`src/rtl/alu_slice_pkg.sv`:
```
package alu_slice_pkg;

    typedef enum logic [2:0] {
        SRC_AQ = 3'd0,
        SRC_AB = 3'd1,
        SRC_ZQ = 3'd2,
        SRC_ZB = 3'd3,
        SRC_ZA = 3'd4,
        SRC_DA = 3'd5,
        SRC_DQ = 3'd6,
        SRC_DZ = 3'd7
    } src_e;

    typedef enum logic [2:0] {
        FN_ADD   = 3'd0,
        FN_SUBR  = 3'd1,
        FN_SUBS  = 3'd2,
        FN_OR    = 3'd3,
        FN_AND   = 3'd4,
        FN_NAND1 = 3'd5,
        FN_XOR   = 3'd6,
        FN_XNOR  = 3'd7
    } fn_e;

    function automatic logic fn_is_arith(input logic [2:0] code);
        return code < 3'd3;
    endfunction

endpackage

```
`src/rtl/alu_slice_opmux.sv`:
```
module alu_slice_opmux
    import alu_slice_pkg::*;
#(
    parameter int W = 4
) (
    input  logic [2:0]   src_sel_i,
    input  logic [W-1:0] a_i,
    input  logic [W-1:0] b_i,
    input  logic [W-1:0] d_i,
    input  logic [W-1:0] q_i,
    output logic [W-1:0] r_o,
    output logic [W-1:0] s_o
);
    localparam logic [W-1:0] ZERO = '0;

    // operand pair routing
    always_comb begin
        unique case (src_e'(src_sel_i))
            SRC_AQ: begin r_o = a_i;  s_o = q_i;  end
            SRC_AB: begin r_o = a_i;  s_o = b_i;  end
            SRC_ZQ: begin r_o = ZERO; s_o = q_i;  end
            SRC_ZB: begin r_o = ZERO; s_o = b_i;  end
            SRC_ZA: begin r_o = ZERO; s_o = a_i;  end
            SRC_DA: begin r_o = d_i;  s_o = a_i;  end
            SRC_DQ: begin r_o = d_i;  s_o = q_i;  end
            SRC_DZ: begin r_o = d_i;  s_o = ZERO; end
        endcase
    end
endmodule

```
`src/rtl/alu_slice_core.sv`:
```
module alu_slice_core
    import alu_slice_pkg::*;
#(
    parameter int W = 4
) (
    input  logic [2:0]   fn_sel_i,
    input  logic [W-1:0] r_i,
    input  logic [W-1:0] s_i,
    input  logic         cin_i,
    output logic [W-1:0] f_o,
    output logic         arith_o,
    output logic         c_top_in_o,
    output logic         c_out_o,
    output logic         grp_g_o,
    output logic         grp_p_o
);
    localparam int TOP = W - 1;

    logic [W-1:0] opa, opb;
    logic [W-1:0] bit_g, bit_p, sum;
    logic [W:0]   carry;
    logic [W-1:0] logic_f;

    assign arith_o = fn_is_arith(fn_sel_i);

    // complement-and-carry subtraction
    always_comb begin
        unique case (fn_e'(fn_sel_i))
            FN_SUBR: begin opa = ~r_i; opb = s_i;  end
            FN_SUBS: begin opa = r_i;  opb = ~s_i; end
            default: begin opa = r_i;  opb = s_i;  end
        endcase
    end

    for (genvar i = 0; i < W; i++) begin : g_bit
        assign bit_g[i] = opa[i] & opb[i];
        assign bit_p[i] = opa[i] | opb[i];
        assign sum[i]   = opa[i] ^ opb[i] ^ carry[i];
    end

    always_comb begin
        logic gacc;
        carry[0] = cin_i;
        gacc     = 1'b0;
        for (int i = 0; i < W; i++) begin
            carry[i+1] = bit_g[i] | (bit_p[i] & carry[i]);
            gacc       = bit_g[i] | (bit_p[i] & gacc);
        end
        grp_g_o = gacc;
        grp_p_o = &bit_p;
    end

    assign c_top_in_o = carry[TOP];
    assign c_out_o    = carry[W];

    // bitwise operations
    always_comb begin
        unique case (fn_e'(fn_sel_i))
            FN_OR:    logic_f = r_i | s_i;
            FN_AND:   logic_f = r_i & s_i;
            FN_NAND1: logic_f = ~r_i & s_i;
            FN_XOR:   logic_f = r_i ^ s_i;
            FN_XNOR:  logic_f = ~(r_i ^ s_i);
            default:  logic_f = '0;
        endcase
    end

    assign f_o = arith_o ? sum : logic_f;
endmodule

```
`src/rtl/alu_slice_flags.sv`:
```
module alu_slice_flags #(
    parameter int W = 4
) (
    input  logic [W-1:0] f_i,
    input  logic         arith_i,
    input  logic         c_top_in_i,
    input  logic         c_out_i,
    input  logic         grp_g_i,
    input  logic         grp_p_i,
    output logic         cout_o,
    output logic         gen_n_o,
    output logic         prop_n_o,
    output logic         sign_o,
    output logic         zero_o,
    output logic         ovr_o
);
    assign zero_o   = (f_i == '0);
    assign sign_o   = f_i[W-1];
    assign cout_o   = arith_i & c_out_i;
    assign ovr_o    = arith_i & (c_top_in_i ^ c_out_i);
    assign gen_n_o  = ~(arith_i & grp_g_i);
    assign prop_n_o = ~(arith_i & grp_p_i);
endmodule

```
`src/rtl/alu_slice.sv`:
```
module alu_slice #(
    parameter int W = 4
) (
    input  logic [2:0]   src_sel_i,
    input  logic [2:0]   fn_sel_i,
    input  logic [W-1:0] a_i,
    input  logic [W-1:0] b_i,
    input  logic [W-1:0] d_i,
    input  logic [W-1:0] q_i,
    input  logic         cin_i,
    output logic [W-1:0] f_o,
    output logic         cout_o,
    output logic         gen_n_o,
    output logic         prop_n_o,
    output logic         sign_o,
    output logic         zero_o,
    output logic         ovr_o
);
    logic [W-1:0] r_op, s_op;
    logic         arith, c_top_in, c_out, grp_g, grp_p;

    alu_slice_opmux #(.W(W)) opmux_i (
        .src_sel_i (src_sel_i),
        .a_i       (a_i),
        .b_i       (b_i),
        .d_i       (d_i),
        .q_i       (q_i),
        .r_o       (r_op),
        .s_o       (s_op)
    );

    alu_slice_core #(.W(W)) core_i (
        .fn_sel_i   (fn_sel_i),
        .r_i        (r_op),
        .s_i        (s_op),
        .cin_i      (cin_i),
        .f_o        (f_o),
        .arith_o    (arith),
        .c_top_in_o (c_top_in),
        .c_out_o    (c_out),
        .grp_g_o    (grp_g),
        .grp_p_o    (grp_p)
    );

    alu_slice_flags #(.W(W)) flags_i (
        .f_i        (f_o),
        .arith_i    (arith),
        .c_top_in_i (c_top_in),
        .c_out_i    (c_out),
        .grp_g_i    (grp_g),
        .grp_p_i    (grp_p),
        .cout_o     (cout_o),
        .gen_n_o    (gen_n_o),
        .prop_n_o   (prop_n_o),
        .sign_o     (sign_o),
        .zero_o     (zero_o),
        .ovr_o      (ovr_o)
    );
endmodule

```
`config.mk`:
```
export PLATFORM = sky130hd
export DESIGN_NAME = alu_slice
export DESIGN_NICKNAME = d
export VERILOG_FILES = /design/src/rtl/alu_slice_pkg.sv /design/src/rtl/alu_slice_opmux.sv /design/src/rtl/alu_slice_core.sv /design/src/rtl/alu_slice_flags.sv /design/src/rtl/alu_slice.sv
export SDC_FILE = /design/constraint.sdc
export NUM_CORES = 1
export LEC_CHECK = 0
export ABC_AREA = 1
export BUFFER_PORTS_ARGS = -buffer_cell sky130_fd_sc_hd__buf_2
export CAP_MARGIN = 40
export CORE_MARGIN = 2
export CORE_UTILIZATION = 40
export DETAILED_ROUTE_END_ITERATION = 12
export PLACE_DENSITY_LB_ADDON = 0.15
export SLEW_MARGIN = 25
export SYNTH_ARGS = -nofsm -noshare
export SYNTH_HDL_FRONTEND = slang
export SYNTH_HIERARCHICAL = 1
export SYNTH_SLANG_ARGS = --single-unit
```
`constraint.sdc`:
```
create_clock -name vclk -period 3.75
set_input_delay 0.75 -clock vclk [all_inputs]
set_output_delay 0.75 -clock vclk [all_outputs]
set_load 0.05 [all_outputs]
```
==> results.toml <==
[run_status]
status = "complete, but fails checks"
violations = "negative setup slack"

[floorplan]
dieArea_sq_mm = 0.002919
fp-row-count = 18
design.core.area_sq_mm = 0.002432
die_y_um = 54.03
start_util_pct = 41.15
dieWidth_um = 54.03
io_pins = 33

[synthesis]
synth_compound_area_share_pct = 1.250
synthesis.area_sq_mm = 0.001001
synth_simple_gate_area_share_pct = 46.38
synth_xor_xnor_area_share_pct = 13.00
yosysWarnings = 6
synth_cells = 169
yosysUniqueCellTypes = 20
muxShareOfSynthArea_pct = 0
syn_nets = 208
synth_top_family_by_area = "simple AND/OR/NAND/NOR gates"
yosysSeqAreaShare_pct = 0
synthAdderAreaFrac_pct = 23.00
synth.avg_cell_area_sq_um = 5.923

[power_and_ir_drop]
ir_worst_vdd_mv = 0.1975
p_total_uw = 385.3
p_per_area_mw_per_mm2 = 239.1
p_leak_nw = 0.9035

[timing]
max_freq_mhz = 247.2
max-slew-margin-rel_pct = 84.18
period_share_pct = 107.9
finalCriticalPeriod_ns = 4.046
hold_violations = 0
finalSetupViolCount = 4
hold_slack_ns = 2.125
drv_slew = 0
worst_pin_slew_ns = 0.2371
rsz0062_at_grt = "true"
fin_ws_ns = -0.2957

[routing]
first_pass_iters = 4
routedWlPerCell_um = 9.652
via_count = 1176
drt_iter0_drc = 14
antenna_left = 0
drc = 0
viasPerCell = 4.455
drt_wl_total_mm = 2.548

[grt]
grt_overflow = 0
grt_first_pass_wirelength_mm = 4.402
grt_usage_pct = 19.64
grt_max_degree = 8
grt_pass1_vias = 1094
antenna_found_initial = 0

[layout]
nets = 275
final_common_cell = "nand2_1"
mostFrequentLayoutCells = "52 x nand2_1, 35 x buf_4, 25 x inv_1, 25 x buf_2, 13 x nor2_1"
regArea_sq_um = 0
finish.utilization_pct = 66.26
final_cells = 264
nClkBuffers = 0
drive_gt1_share_pct = 48.29
seq_cells = 0
antenna_cells = 0
area_growth_pct = 61.00

[setup_path]
arrival_ns = 3.30
critical_path.max_fanout = 4
worstSetupPathType = "in -> out"
cp-start-kind = "input port"
critPathRequiredTime_ns = 3.00
end_kind = "output port"

[run]
drv_cap = 0

[placed_design]
place_hpwl_mm = 2.320
place_inst = 258
gp_congestion = 0.8025
port_buffers = 33

[min_path]
holdCritPathClass = "in -> out"
hold_depth = 6
-- final timing paths --
| check | start | end | slack, ns |
|---|---|---|---|
| worst max-delay path | src_sel_i[1] | zero_o | -0.30 |
| worst min-delay path | fn_sel_i[2] | ovr_o | 2.13 |
-- repair_timing --
| action | 4_1_cts | 5_1_grt |
|---|---|---|
| resized for setup | 22 | 4 |
| buffers inserted | 4 | 2 |
| pin swaps | 5 | 0 |
| hold buffers | 0 | 0 |
| endpoints found under the setup margin | 5 | 6 |
-- cells by family (layout without fill, tap and decap cells) --
family	count (synthesis)	after routing
compound gates	2	2
xor+xnor	8	8
fa+ha+maj	16	16
simple gates	102	102
buf+inv	41	106
-- power breakdown --
| group | leakage [nW] | switching [mW] | internal (mW) |
|---|---|---|---|
| clock network | 0 | 0 | 0 |
| logic | 0.903 | 0.224 | 0.162 |
| registers | 0 | 0 | 0 |
| total | 0.903 | 0.224 | 0.162 |
-- Yosys cell counts, drive strengths merged --
cell    instances  area [sq um]
nand2          59         226.5
inv            39         148.9
nor2           22         92.58
nand3          14         100.1
ha             12         150.1
xor2            8         130.1
fa              4         80.08
nand4           3         18.77
buf             2         15.01
nand3b          2         15.01
a21o            1         7.510
a21oi           1         5.000
nor3            1         5.000
nor4            1         6.260
-- worst max-delay path: stages --
cell and delay (ns):
buf_8 0.11, nor2_4 0.12, nor2_4 0.04, nand2_1 0.06
nand2_2 0.09, xor2_4 0.17, fa_2 0.36, fa_2 0.35
inv_2 0.06, fa_2 0.21, fa_1 0.40, nand3_1 0.09
nand4_1 0.11, inv_1 0.09, nand2_2 0.06, nor2_4 0.07
buf_6 0.15
-- metrics by stage --
step                      area (sq um)  setup slack, ns  TNS, ns
final                             1612          -0.2957  -0.8406
after global routing              1612          -0.4537   -1.527
after CTS                         1587          -0.2863  -0.8763
after detailed placement          1484          -0.4654   -1.587
after global placement            1484          -0.4052   -1.276
after floorplan                   1102          -0.7340   -1.500
-- per-layer routing --
layer / global-route usage, % / share of wire [%] / up-vias
met1: 25.00 / 43 / 523
li1: - / - / 623
met4: 0 / 0 / 0
met5: 0 / 0 / -
met3: 0 / 3.4 / 0
met2: 39.02 / 54 / 30
-- layout make-up --
cell class                 count  area (sq um)
tap                           30         37.54
timing repair buffer          67         478.0
fill                         227         820.8
inverter                      39         161.4
multi-input combinational    128         934.6
No activity file was read; power rests on OpenSTA's default activity.
